--- src/rtl/burst_addr_gen_pkg.sv ---
package burst_addr_gen_pkg;
  typedef enum logic [1:0] {
    TR_IDLE   = 2'b00,
    TR_BUSY   = 2'b01,
    TR_NONSEQ = 2'b10,
    TR_SEQ    = 2'b11
  } trans_e;

  typedef enum logic [1:0] {
    BK_SINGLE = 2'b00,
    BK_INCR   = 2'b01,
    BK_WRAP   = 2'b10,
    BK_RSVD   = 2'b11
  } burst_kind_e;
endpackage

--- src/rtl/bag_cfg_decode.sv ---
// Turns the request fields into a byte step, a wrap mask and a beat count.
module bag_cfg_decode #(
  parameter int AW   = 32,
  parameter int LENW = 5,
  parameter int CW   = LENW + 1
) (
  input  logic [1:0]    kind,
  input  logic [1:0]    wsel,
  input  logic [2:0]    size,
  input  logic [LENW-1:0] len,
  output logic [AW-1:0] step,
  output logic [AW-1:0] mask,
  output logic          is_wrap,
  output logic [CW-1:0] beats
);
  import burst_addr_gen_pkg::*;

  logic [AW-1:0] window;
  logic [AW-1:0] wrap_beats;

  always_comb begin
    step = AW'(1) << size;
    unique case (wsel)
      2'd0:    window = AW'(4);
      2'd1:    window = AW'(8);
      default: window = AW'(16);
    endcase
    wrap_beats = window >> size;
    is_wrap    = (burst_kind_e'(kind) == BK_WRAP);
    if (is_wrap) begin
      mask = window - AW'(1);
    end else begin
      mask = '0;
    end
    unique case (burst_kind_e'(kind))
      BK_INCR: beats = (len == '0) ? CW'(1) : CW'(len);
      BK_WRAP: beats = (wrap_beats == '0) ? CW'(1) : CW'(wrap_beats);
      default: beats = CW'(1);
    endcase
  end

  always_comb begin
    assert (beats != '0) else $error("beat count zero");
    assert ((step & (step - AW'(1))) == '0) else $error("step not a power of two");
  end
endmodule

--- src/rtl/bag_next_addr.sv ---
// Next address within a burst: a plain increment, or a fold inside the window.
module bag_next_addr #(
  parameter int AW = 32
) (
  input  logic [AW-1:0] cur,
  input  logic [AW-1:0] step,
  input  logic [AW-1:0] mask,
  input  logic          is_wrap,
  output logic [AW-1:0] nxt
);
  logic [AW-1:0] sum;

  always_comb begin
    sum = cur + step;
    if (is_wrap) begin
      nxt = (cur & ~mask) | (sum & mask);
    end else begin
      nxt = sum;
    end
  end

  always_comb begin
    if (is_wrap) begin
      assert ((nxt & ~mask) == (cur & ~mask)) else $error("wrap left window");
    end
  end
endmodule

--- src/rtl/bag_beat_ctrl.sv ---
// Beat counter, transfer type and last flag.
module bag_beat_ctrl #(
  parameter int CW = 6
) (
  input  logic          clk,
  input  logic          rst,
  input  logic          start,
  input  logic          ready,
  input  logic [CW-1:0] beats_in,
  output logic          accept,
  output logic          advance,
  output logic [1:0]    trans,
  output logic          last
);
  import burst_addr_gen_pkg::*;

  trans_e        trans_q;
  logic          last_q;
  logic [CW-1:0] count_q;
  logic [CW-1:0] total_q;
  logic          busy;

  assign busy    = (trans_q != TR_IDLE);
  assign accept  = start && !busy;
  assign advance = busy && ready && !last_q;
  assign trans   = trans_q;
  assign last    = last_q;

  always_ff @(posedge clk) begin
    if (rst) begin
      trans_q <= TR_IDLE;
      last_q  <= 1'b0;
      count_q <= '0;
      total_q <= '0;
    end else if (accept) begin
      trans_q <= TR_NONSEQ;
      count_q <= CW'(1);
      total_q <= beats_in;
      last_q  <= (beats_in == CW'(1));
    end else if (busy && ready) begin
      if (last_q) begin
        trans_q <= TR_IDLE;
        last_q  <= 1'b0;
      end else begin
        trans_q <= TR_SEQ;
        count_q <= count_q + CW'(1);
        last_q  <= ((count_q + CW'(1)) == total_q);
      end
    end
  end

  p_nonseq_first_r1: assert property (@(posedge clk) disable iff (rst)
    (start && trans_q == TR_IDLE) |=> (trans_q == TR_NONSEQ));
  p_seq_follows_r1: assert property (@(posedge clk) disable iff (rst)
    (busy && ready && !last_q) |=> (trans_q == TR_SEQ));
  p_idle_after_last_r6: assert property (@(posedge clk) disable iff (rst)
    (busy && ready && last_q) |=> (trans_q == TR_IDLE && !last_q));
  p_last_busy_r6: assert property (@(posedge clk) disable iff (rst)
    last_q |-> busy);
  p_count_bound_r6: assert property (@(posedge clk) disable iff (rst)
    busy |-> (count_q <= total_q && count_q != '0));
  p_start_ignored_r8: assert property (@(posedge clk) disable iff (rst)
    (busy && start && !ready) |=> $stable(count_q) && $stable(total_q));
endmodule

--- src/rtl/burst_addr_gen.sv ---
module burst_addr_gen #(
  parameter int AW   = 32,
  parameter int DW   = 32,
  parameter int LENW = 5
) (
  input  logic            clk,
  input  logic            rst,
  input  logic            start,
  input  logic [AW-1:0]   start_addr,
  input  logic [1:0]      kind,
  input  logic [1:0]      wsel,
  input  logic [2:0]      size,
  input  logic [LENW-1:0] len,
  input  logic            ready,
  input  logic [DW-1:0]   wdata_in,
  output logic [AW-1:0]   addr,
  output logic [1:0]      trans,
  output logic            last,
  output logic [DW-1:0]   wdata_out
);
  import burst_addr_gen_pkg::*;
  localparam int CW = LENW + 1;

  logic [AW-1:0] step_d, mask_d, step_q, mask_q, base_q, addr_q, addr_nx;
  logic          wrap_d, wrap_q;
  logic [CW-1:0] beats_d;
  logic          accept, advance;
  logic [DW-1:0] wdata_q;

  bag_cfg_decode #(.AW(AW), .LENW(LENW), .CW(CW)) u_cfg (
    .kind(kind), .wsel(wsel), .size(size), .len(len),
    .step(step_d), .mask(mask_d), .is_wrap(wrap_d), .beats(beats_d)
  );

  bag_next_addr #(.AW(AW)) u_next (
    .cur(addr_q), .step(step_q), .mask(mask_q), .is_wrap(wrap_q), .nxt(addr_nx)
  );

  bag_beat_ctrl #(.CW(CW)) u_ctrl (
    .clk(clk), .rst(rst), .start(start), .ready(ready), .beats_in(beats_d),
    .accept(accept), .advance(advance), .trans(trans), .last(last)
  );

  always_ff @(posedge clk) begin
    if (rst) begin
      addr_q  <= '0;
      base_q  <= '0;
      step_q  <= '0;
      mask_q  <= '0;
      wrap_q  <= 1'b0;
      wdata_q <= '0;
    end else if (accept) begin
      addr_q  <= start_addr;
      base_q  <= start_addr;
      step_q  <= step_d;
      mask_q  <= mask_d;
      wrap_q  <= wrap_d;
      wdata_q <= wdata_in;
    end else if (advance) begin
      addr_q  <= addr_nx;
      wdata_q <= wdata_in;
    end
  end

  assign addr      = addr_q;
  assign wdata_out = wdata_q;

  p_hold_on_stall_r5: assert property (@(posedge clk) disable iff (rst)
    (trans != TR_IDLE && !ready) |=>
      ($stable(addr) && $stable(trans) && $stable(last) && $stable(wdata_out)));
  p_wrap_window_r3: assert property (@(posedge clk) disable iff (rst)
    (trans == TR_SEQ && wrap_q) |-> ((addr_q & ~mask_q) == (base_q & ~mask_q)));
  p_incr_step_r2: assert property (@(posedge clk) disable iff (rst)
    (trans != TR_IDLE && ready && !last && !wrap_q) |=> (addr_q == $past(addr_q) + step_q));
endmodule

--- config.mk ---
export PLATFORM = sky130hd
export DESIGN_NAME = burst_addr_gen
export DESIGN_NICKNAME = d
export VERILOG_FILES = /design/src/rtl/burst_addr_gen_pkg.sv /design/src/rtl/bag_cfg_decode.sv /design/src/rtl/bag_next_addr.sv /design/src/rtl/bag_beat_ctrl.sv /design/src/rtl/burst_addr_gen.sv
export SDC_FILE = /design/constraint.sdc
export NUM_CORES = 1
export LEC_CHECK = 0
export BUFFER_PORTS_ARGS = -buffer_cell sky130_fd_sc_hd__buf_2
export CORE_ASPECT_RATIO = 0.5
export CORE_MARGIN = 2
export CORE_UTILIZATION = 35
export DETAILED_ROUTE_END_ITERATION = 8
export GPL_ROUTABILITY_DRIVEN = 0
export PLACE_DENSITY = 0.68
export SLEW_MARGIN = 20
export SYNTH_ARGS = -nofsm -noshare
export SYNTH_HDL_FRONTEND = slang
export SYNTH_SLANG_ARGS = --single-unit
--- constraint.sdc ---
create_clock -name clk -period 2.6 [get_ports clk]
set_input_delay 0.26 -clock clk [delete_from_list [all_inputs] [get_ports clk]]
set_output_delay 0.26 -clock clk [all_outputs]
set_load 0.01 [all_outputs]
# Yosys cells after proc, flatten, opt, wreduce, memory -nomap -nowiden

Cells that the tools add are included.

Add/sub/neg operators: 3
Eq/ne operators: 6
Shift-type cells: 2
Mux-type cells: 19
Bitwise operators: 5
Reduce and logical (&&, ||, !) cells: 14

Operators by type and width:

| operator                                             | number |
|---|---|
| two-way mux 32 bit                                   | 6 |
| AND 32 bit                                           | 2 |
| adder 32 bit                                         | 1 |
| zero test 32 bit                                     | 1 |
| NOT 32 bit                                           | 1 |
| bitwise OR 32 bit                                    | 1 |
| left shift 1 x 3 -> 32 bit (first input constant)    | 1 |
| right shift 5 x 3 -> 32 bit                          | 1 |
| case mux 6 bit (2 select lines)                      | 1 |
| case mux 5 bit (2 select lines)                      | 1 |
| adder 6 x 1 -> 6 bit (second input constant)         | 1 |
| equality test 6 x 1 -> 1 bit (second input constant) | 1 |
| equality test 6 bit                                  | 1 |
| two-way mux 1 bit                                    | 6 |
| two-way mux 2 bit                                    | 3 |
| two-way mux 6 bit                                    | 1 |
| nonzero test 2 bit                                   | 3 |
| subtractor 5 x 1 -> 6 bit (second input constant)    | 1 |
| zero test 5 bit                                      | 1 |
| two-way mux 5 bit                                    | 1 |
| equality test 2 x 1 -> 1 bit (second input constant) | 2 |
| AND reduction 2 bit                                  | 2 |
| logical AND 1 bit                                    | 3 |
| equality test 2 bit (second input constant)          | 1 |
| 5 further kinds                                      | 6 |

Flip-flop bits (word level): 144
Bits of input ports: 80
Output and inout bits: 67
Logic and storage cells: 60

# Logic depth before layout (Yosys ltp)

Gate-level depths: netlist of the first run.

Depth after elaboration: 8
Gate-level depth with buffers: 10

# Modules after synthesis

Synthesis of the first run repeated with hierarchy kept, for this count alone.

Cells, all modules: 1006
Area, all modules: 8852.2 um^2

Modules (own cells, without submodules):

| module         | instances | cells an instance | area each (um^2) | seq. area each (um^2) |
|---|---|---|---|---|
| burst_addr_gen | 1         | 498               | 5126.2           | 2582.5 |
| bag_next_addr  | 1         | 308               | 2182.1           | 0.0 |
| bag_beat_ctrl  | 1         | 96                | 772.0            | 300.3 |
| bag_cfg_decode | 1         | 104               | 772.0            | 0.0 |

# Worst setup path after synthesis of the first run

OpenSTA, ideal clock, no wires.

Path type: register to register
Start point: register addr_q[0], in the netlist addr[0]
End point: register with a tool-made name
Library setup time: 0.074 ns
Data arrival time: 2.269 ns
Required time: 2.526 ns
Path slack: 0.256 ns
Stages on the path, launching flop included: 11
Cells stage by stage: dfxtp_1 ha_1 inv_1 fa_1 nor2b_1 o2111ai_1 a41oi_2 buf_4 nand2_1 or3_1 a31oi_1

RTL lines:

| item                   | line                 | RTL |
|---|---|---|
| from (decl)            | burst_addr_gen.sv:24 | `logic [AW-1:0] step_d, mask_d, step_q, mask_q, base_q, addr_q, addr_nx;` |
| from (signal assigned) | burst_addr_gen.sv:53 | `addr_q <= start_addr;` |
| from (signal assigned) | burst_addr_gen.sv:60 | `addr_q <= addr_nx;` |

==> results.md, run 1 <==
- Status: finished, violations left
- Failing checks: design-rule violations
- Reg area: 0.00182 sq mm
- Final setup skew: 0.00536 ns
- Syn Area/Cell: 7.88 sq um
- Routed WL: 13.1 mm
- CP max stage cell: fa_2
- Worst-path clk slew: 0.06 ns
- CP required: 2.82 ns
- Share of layout cells above drive strength 1: 0.269
- Register area share after synthesis: 0.390
- Pin count of the biggest net entering global routing: 34
- Dpl hpwl: 9.71 mm
- Tot Pwr: 0.00379 W
- Placed Area: 0.00561 sq mm
- Clock power share: 0.395
- Num CTS Buffers: 9
- HP Start: start_addr[12]
- Max Slew Vio Count: 0
- Global-route usage over all layers: 0.181
- Worst Path Max Fanout: 6
- H-tree Lvls: 3
- Largest delay contributor family on the critical path: compound AO/OA/AOI/OAI gates
- Area growth, synth to finish: 28.1%
- Power share of the combinational group: 0.186
- Max Freq: 0.419 GHz
- Max-cap violations: 0
- Drt pass-1 iters: 7
- R2R setup slack: 0.21 ns
- Initial DRC Count: 217
- WL/cell: 14.5 um
- Worst Hold Path Cells: 3
- Commonest non-fill, non-tap cell in the layout: buf_2
- Die Y: 85.7 um
- Main synth FF type: dfxtp_1
- DRC: 8
- Syn Inst Count: 593
- # fillers: 1291
- Yosys top cell area share: 0.390
- FP Rows: 29
- Clock buffer depth: 2
- RSZ-0062 raised after global routing: false
- Hold-fix buffers, CTS: 0
- Total Nets Final: 824
- VDD IR max: 0.326 mV
- Multi-input logic area: 0.00265 sq mm
- Worst R2R Start: addr[0]
- CP endpoint kind: flip-flop
- IO Count: 147
- R2R cell count: 10
- Worst-skew pair later-pin latency: 0.34 ns
- Sequential fraction of design power: 0.419
- Final Critical Period: 2.39 ns
- CTS sink count: 91
- CP Data Arrival Time: 2.61 ns
- Switch share: 0.273
- Setup tns final: 0 ns
- Top cells by area, synth: dfxtp_1 39%, nand2_1 9.5%, a21oi_1 7.7%
- Crit path launch type: flip-flop
- Buf+Inv Stages, Crit Path: 2
- CP Class: flip-flop to flip-flop
- Number of buffers added on ports: 146
- Syn. warnings: 0
- Gr ovfl total: 0
- CP cell instances: ha_1, inv_1, fa_2, nor2b_2, o2111ai_2, a41oi_2, buf_4, nand2_1, and3_1, o31a_1
- Post-route antenna net violation count: 0
- Final setup vio count: 0
- Final instance area: 0.00598 sq mm
- Leading cell types in the layout, fill and taps excluded: 146 x buf_2, 118 x nand2_1, 91 x dfxtp_1
- Die X: 167 um
- FFs w/ async S/R, synth: 0
- Worst rel slew slack: 0.464
- Psw: 0.00104 W
- Least-Margin Pin Slew: 0.798 ns
- Yosys reg bits: 91
- Post-layout util: 0.466
- Cell variety after synth: 65
- Routed vias/inst: 5.18
- Hold Vio Cnt, Final: 0
- Mapped Area: 0.00467 sq mm
- Starting Density: 0.364
- First-pass GRT wire length: 21.3 mm
- Internal power: 0.00276 W
- Pleak: 2.52 nW
- Worst min path class: primary input to flip-flop
- Synth area leader: dfxtp_1
- Die area: 0.0143 sq mm
- Initial antenna violation count: 0
- CTS Root Cell: clkbuf_16
- PwrDens: 634 mW/mm^2
- CTS tree: built
- Vias in the first global route: 4337
- Synthesized Nets: 686
- Crit path largest cell delay: 0.36 ns
- Fin crit share: 0.918
- Core footprint: 0.0128 sq mm
- Routed vias: 4697
- Ant. Diodes: 0
- Number of synthesized flops with an enable pin: 0
[worst max-delay path by stage]
| stage | start | end | slack, ns | cells after the start |
|---|---|---|---|---|
| floorplan | addr[0] | flip-flop | 0.26 | 10 |
| global placement | addr[0] | flip-flop | 0.12 | 9 |
| detailed placement | addr[0] | flip-flop | 0.07 | 9 |
| CTS | addr[0] | flip-flop | 0.02 | 9 |
| global route | addr[0] | flip-flop | 0.05 | 11 |
| finish | addr[0] | flip-flop | 0.21 | 10 |
[power by group through the flow]
stage	combinational (W)	sequential (W)	clock, W
6_report	0.000706	0.00159	0.00150
4_1_cts	0.000708	0.00159	0.00154
5_1_grt	0.000784	0.00160	0.00159
2_1_floorplan	0.000382	0.00165	0
3_3_place_gp	0.000696	0.00162	0
3_5_place_dp	0.000705	0.00162	0
[tightest hold or removal path, delay by kind of cell]
| family | cells | cell delay [ns] |
|---|---|---|
| simple gates | 1 | 0.05 |
| buf+inv | 1 | 0.07 |
| compound gates | 1 | 0.06 |
[kinds of logic (layout without fill, tap and decap cells)]
kind of cell,Yosys count,in the layout,share of synthesized area
mux,2,2,0.00429
compound gates,162,162,0.220
buf+inv,54,197,0.0458
xor+xnor,23,23,0.0431
simple gates,248,248,0.261
flops,91,91,0.390
fa+ha+maj,13,13,0.0364
[what timing repair did]
item,CTS,global route
endpoints found under the hold margin,0,0
setup buffers,0,1
setup endpoints to repair,0,7
gates resized for setup,0,4
[through the flow]
step                      hold WS [ns]  std cells  worst slack [ns]
after detailed placement         0.443        889            0.0684
after floorplan                  0.390        593             0.256
after CTS                        0.126        905            0.0155
final                            0.137        906             0.212
after global placement           0.436        889             0.122
after global routing             0.156        906            0.0524
[layout make-up]
type	instances	area share
inverter	15	0.00941
tap	170	0.0356
sequential	91	0.305
timing repair buffer	166	0.149
clock inverter	4	0.0163
multi-input combinational	448	0.444
clock buffer	12	0.0412
[synthesized netlist by cell type (all sizes together), types with 4 or more instances]
cell,number
a211oi,5
a21oi,72
a22oi,4
a31oi,15
and3,11
buf,7
clkbuf,32
dfxtp,91
ha,12
inv,15
nand2,118
nand2b,9
nand3,17
nand3b,4
nand4,11
nor2,36
nor3,9
nor4,9
nor4b,4
o211ai,5
o21a,6
o21ai,20
o22ai,6
or3,4
xnor2,13
xor2,10
[per-layer routing]
layer | share of wire | vias to the layer above | track usage
li1 | - | 2385 | -
met1 | 0.47 | 2212 | 0.236
met2 | 0.48 | 84 | 0.305
met3 | 0.037 | 16 | 0.0365
met4 | 0.016 | 0 | 0.0561
met5 | 0 | - | 0
Note: power is estimated with default switching activity, not from simulation.
==> run 2: changes to the inputs <==
--- a/config.mk
+++ b/config.mk
@@ -5,13 +5,14 @@
 export SDC_FILE = /design/constraint.sdc
 export NUM_CORES = 1
 export LEC_CHECK = 0
+export ABC_AREA = 1
 export BUFFER_PORTS_ARGS = -buffer_cell sky130_fd_sc_hd__buf_2
 export CORE_ASPECT_RATIO = 0.5
 export CORE_MARGIN = 2
-export CORE_UTILIZATION = 35
+export CORE_UTILIZATION = 53
 export DETAILED_ROUTE_END_ITERATION = 8
 export GPL_ROUTABILITY_DRIVEN = 0
-export PLACE_DENSITY = 0.68
+export PLACE_DENSITY = 0.91
 export SLEW_MARGIN = 20
 export SYNTH_ARGS = -nofsm -noshare
 export SYNTH_HDL_FRONTEND = slang
==> results.md, run 2 <==
- Status: finished clean
- CP cell instances: ha_1, inv_1, fa_1, nand3b_1, nand3_1, nand2_1, nand2_2, inv_1, nor2_1, o21ai_0, nand3_1, nand2_1
- Top cells by area, synth: dfxtp_1 35%, nand2_1 14%, nor2_1 8.3%
- CP Data Arrival Time: 2.56 ns
- Die X: 144 um
- Final setup vio count: 0
- Synth area leader: dfxtp_1
- Cell variety after synth: 35
- Worst Setup Slack, final: 0.271 ns
- Worst Path Max Fanout: 10
- Post-CTS setup buffer count: 0
- Final Critical Period: 2.33 ns
- Pin count of the biggest net entering global routing: 35
- Buf+Inv Stages, Crit Path: 2
- Core footprint: 0.00945 sq mm
- Final setup skew: 0.00815 ns
- Final instance area: 0.00632 sq mm
- Initial DRC Count: 604
- Multi-input logic area: 0.00280 sq mm
- # fillers: 840
- Top cells by count, synth: 199 x nand2_1, 114 x nor2_1, 107 x inv_1
- Main synth FF type: dfxtp_1
- Total Nets Final: 1037
- Syn. warnings: 0
- Reg area: 0.00182 sq mm
- Most frequent cell after synthesis: nand2_1
- Pleak: 3.13 nW
- VDD IR max: 0.398 mV
- Starting Density: 0.547
- Hold-fix buffers, CTS: 0
- Die area: 0.0106 sq mm
- Post-cts sizing count: 0
- CP required: 2.83 ns
- Levels on crit path: 12
- PwrDens: 630 mW/mm^2
- Gr ovfl total: 0
- Vias in the first global route: 5280
- R2R cell count: 12
- Drt pass-1 iters: 5
- Max Freq: 0.429 GHz
- Share of layout cells above drive strength 1: 0.205
- Register area share after synthesis: 0.353
- Final cell count without fillers: 1084
- Placed Area: 0.00600 sq mm
- Routed vias/inst: 5.30
- Global-route usage over all layers: 0.276
- WL/cell: 13.4 um
- Synthesized Nets: 896
- Worst rel slew slack: 0.505
- Max Slew Vio Count: 0
- Routed vias: 5746
- Pre-CTS WS: 0.335 ns
- Area growth, synth to finish: 22.3%
- FFs w/ async S/R, synth: 0
- CP startpoint: addr[0]
- Syn Area/Cell: 6.43 sq um
- Yosys reg bits: 91
- CP Class: flip-flop to flip-flop
- Dpl cells: 1068
- Post-route antenna net violation count: 0
- IO Count: 147
- Worst-path clk slew: 0.06 ns
- CP endpoint kind: flip-flop
- CTS Root Cell: clkbuf_16
- Mapped Area: 0.00517 sq mm
- Worst-skew pair later-pin latency: 0.34 ns
- Worst min path class: primary input to flip-flop
- Syn Inst Count: 803
- CTS sink count: 91
- Least-Margin Pin Slew: 0.742 ns
- Fin crit share: 0.896
- Dpl hpwl: 10.7 mm
- DRC: 0
- Largest delay contributor family on the critical path: simple AND/OR/NAND/NOR gates
- Yosys top cell area share: 0.353
- Commonest non-fill, non-tap cell in the layout: nand2_1
- Setup tns final: 0 ns
- Number of buffers added on ports: 146
- Clock buffer depth: 2
- CTS tree: built
- Worst R2R Start: addr[0]
- Routed WL: 14.5 mm
- Tot Pwr: 0.00398 W
- Num CTS Buffers: 9
- Hold Vio Cnt, Final: 0
- Initial antenna violation count: 0
- Crit path largest cell delay: 0.42 ns
- Number of synthesized flops with an enable pin: 0
- Max-cap violations: 0
- RSZ-0062 raised after global routing: false
- Leading cell types in the layout, fill and taps excluded: 199 x nand2_1, 146 x buf_2, 114 x nor2_1
- HP Start: start_addr[9]
- First-pass GRT wire length: 23.5 mm
- Crit path launch type: flip-flop
- FP Rows: 25
- Ant. Diodes: 0
- H-tree Lvls: 3
- CP max stage cell: fa_1
- Worst Hold Path Cells: 3
- Die Y: 73.8 um
## run 2: area by class of cell
class	count	area share
Timing Repair Buffer	152	0.123
Inverter	113	0.0687
Clock inverter	5	0.00971
Tap cell	135	0.0267
Clock buffer	11	0.0400
Multi-Input combinational cell	577	0.444
Sequential cell	91	0.288
## run 2: through the flow
stage | util | hold slack [ns]
final | 0.669 | 0.114
after global routing | 0.669 | 0.124
after CTS | 0.669 | 0.111
after detailed placement | 0.635 | 0.443
after global placement | 0.635 | 0.427
after floorplan | - | 0.370
## run 2: logic make-up (layout without fill, tap and decap cells)
| logic type | after synthesis | count (layout) | share of synthesized area |
|---|---|---|---|
| AND/OR/NAND/NOR | 402 | 402 | 0.329 |
| AO/OA/AOI/OAI | 154 | 154 | 0.167 |
| buffers and inverters | 135 | 281 | 0.105 |
| flip-flops | 91 | 91 | 0.353 |
| adder cells (fa/ha/maj) | 13 | 13 | 0.0329 |
| XOR/XNOR | 8 | 8 | 0.0136 |
## run 2: report_power, final
group | total, W | internal (W) | switching, W
combinational | 0.000954 | 0.000348 | 0.000607
sequential | 0.00167 | 0.00155 | 0.000123
clock | 0.00135 | 0.000801 | 0.000554
## run 2: final timing paths
kind,to,slack [ns]
worst max-delay path,flip-flop,0.27
worst min-delay path,flip-flop,0.11
worst max register to register,flip-flop,0.27
worst min register to register,mask_q[30],0.46
## run 2: routing by layer
metal,share of wire,track usage,vias up
li1,-,-,2864
met1,0.42,0.339,2599
met2,0.48,0.484,248
met3,0.075,0.0567,35
met4,0.022,0.105,0
met5,0,0,-
## run 2: worst register-to-register path, stage by stage, from the launching register on
cell      delay (ns)
dfxtp_1         0.35
ha_1            0.22
inv_1           0.07
fa_1            0.42
nand3b_1        0.21
nand3_1         0.19
nand2_1         0.09
nand2_2         0.18
inv_1           0.10
nor2_1          0.12
o21ai_0         0.08
nand3_1         0.10
nand2_1         0.07
==> run 3: changes to the inputs <==
--- a/config.mk
+++ b/config.mk
@@ -9,10 +9,10 @@
 export BUFFER_PORTS_ARGS = -buffer_cell sky130_fd_sc_hd__buf_2
 export CORE_ASPECT_RATIO = 0.5
 export CORE_MARGIN = 2
-export CORE_UTILIZATION = 53
+export CORE_UTILIZATION = 35
 export DETAILED_ROUTE_END_ITERATION = 8
 export GPL_ROUTABILITY_DRIVEN = 0
-export PLACE_DENSITY = 0.91
+export GPL_TIMING_DRIVEN = 0
 export SLEW_MARGIN = 20
 export SYNTH_ARGS = -nofsm -noshare
 export SYNTH_HDL_FRONTEND = slang
==> results.md, run 3 (synthesis gave the netlist of run 2 again) <==
- Highest routed layer: met4
- Routed vias/inst: 4.75
- Share of layout cells above drive strength 1: 0.207
- Post-route antenna net violation count: 0
- CTS tree: built
- Largest delay contributor family on the critical path: simple AND/OR/NAND/NOR gates
- Gr ovfl total: 0
- Hold Vio Cnt, Final: 0
- CP Class: flip-flop to flip-flop
- CP max stage cell: fa_1
- Routed WL: 15.8 mm
- Worst R2R Start: step_q[0]
- Met2 WL post-DR: 7.24 mm
- Reg area: 0.00182 sq mm
- CTS Root Cell: clkbuf_16
- Tot Pwr: 0.00401 W
- Number of buffers added on ports: 146
- R2R setup slack: 0.27 ns
- CP endpoint kind: flip-flop
- Hold-fix buffers, CTS: 0
- Worst min path class: primary input to flip-flop
- Starting Density: 0.358
- IO Count: 147
- RSZ-0062 raised after global routing: false
- Levels on crit path: 12
- Global-route usage over all layers: 0.200
- Least-Margin Pin Slew: 0.647 ns
- Dpl hpwl: 12.3 mm
- Clock buffer depth: 2
- FP Rows: 31
- Crit path launch type: flip-flop
- Met3 wire len: 935 um
- Status: finished clean
- DRC: 0
- Post-cts sizing count: 0
- Initial DRC Count: 334
- Initial antenna violation count: 0
- Die X: 176 um
- Pre-CTS WS: 0.314 ns
- Crit path largest cell delay: 0.42 ns
- WL/cell: 13.6 um
- Final hold slack: 0.109 ns
- VDD IR max: 0.334 mV
- Pleak: 3.16 nW
- Core footprint: 0.0144 sq mm
- Pin count of the biggest net entering global routing: 17
- Worst rel slew slack: 0.569
- Fin crit share: 0.897
- Final Critical Period: 2.33 ns
- Multi-input logic area: 0.00280 sq mm
- Num CTS Buffers: 9
- Post-CTS setup buffer count: 0
- Area growth, synth to finish: 24.8%
- Ant. Diodes: 0
- Worst-skew pair later-pin latency: 0.35 ns
- Worst-path clk slew: 0.07 ns
- Worst Setup Slack, final: 0.268 ns
- Drt pass-1 iters: 5
- # fillers: 1575
- Routed vias: 5520
- Setup tns final: 0 ns
- Die Y: 89.9 um
- First-pass GRT wire length: 25.3 mm
- CP required: 2.80 ns
- Final setup vio count: 0
- Placed Area: 0.00614 sq mm
- Metal1 wirelength: 7.47 mm
- Vias in the first global route: 5017
- PwrDens: 623 mW/mm^2
- H-tree Lvls: 3
- Total Nets Final: 1053
- R2R cell count: 12
- Worst Path Max Fanout: 10
- Leading cell types in the layout, fill and taps excluded: 199 x nand2_1, 155 x buf_2, 114 x nor2_1
- Max Slew Vio Count: 0
- Die area: 0.0158 sq mm
- Commonest non-fill, non-tap cell in the layout: nand2_1
- CP Data Arrival Time: 2.54 ns
- CP startpoint: step_q[0]
- Final setup skew: 0.00785 ns
- CTS sink count: 91
- Max Freq: 0.429 GHz
- Final instance area: 0.00645 sq mm
- Buf+Inv Stages, Crit Path: 2
- CP cell instances: ha_1, inv_1, fa_1, nand3b_1, nand3_1, nand2_1, nand2_2, inv_1, nor2_1, nand2_1, nand3_1, a21oi_1
- Max-cap violations: 0
run 3: worst min path at each step:
stage                      end      startpoint  cells past startpoint  slack, ns
global placement    mask_q[30]      mask_q[30]                      2       0.43
CTS                  flip-flop   start_addr[9]                      3       0.10
finish               flip-flop   start_addr[9]                      3       0.11
global route         flip-flop  start_addr[12]                      3       0.11
floorplan            flip-flop   start_addr[9]                      2       0.37
detailed placement  mask_q[30]      mask_q[30]                      2       0.43
run 3: power by group:
part | switching, W | leakage, nW | total, W | internal [W]
combinational | 0.000626 | 2.26 | 0.000993 | 0.000367
clock | 0.000600 | 0.148 | 0.00135 | 0.000754
sequential | 0.000120 | 0.749 | 0.00167 | 0.00155
total | 0.00135 | 3.16 | 0.00401 | 0.00267
run 3: metal layers:
layer,vias to the layer above,global-route usage
li1,2893,-
met1,2480,0.269
met2,131,0.329
met3,16,0.0423
met4,0,0.0475
met5,-,0
run 3: cell type report:
| type | count | share of cell area |
|---|---|---|
| Sequential cell | 91 | 0.283 |
| Tap cell | 198 | 0.0384 |
| Timing Repair Buffer | 146 | 0.113 |
| Clock buffer | 9 | 0.0349 |
| Inverter | 113 | 0.0674 |
| Buffer | 22 | 0.0169 |
| Multi-Input combinational cell | 577 | 0.435 |
| Clock inverter | 7 | 0.0118 |
run 3: through the flow:
stage | utilization | std cells
2_1_floorplan | - | 803
4_1_cts | 0.447 | 1163
3_3_place_gp | 0.426 | 1147
5_1_grt | 0.447 | 1163
6_report | 0.447 | 1163
3_5_place_dp | 0.426 | 1147
run 3: worst min-delay path, stage by stage:
cell and delay [ns]:
buf_2 0.07, nand2_1 0.04, nand2_1 0.05
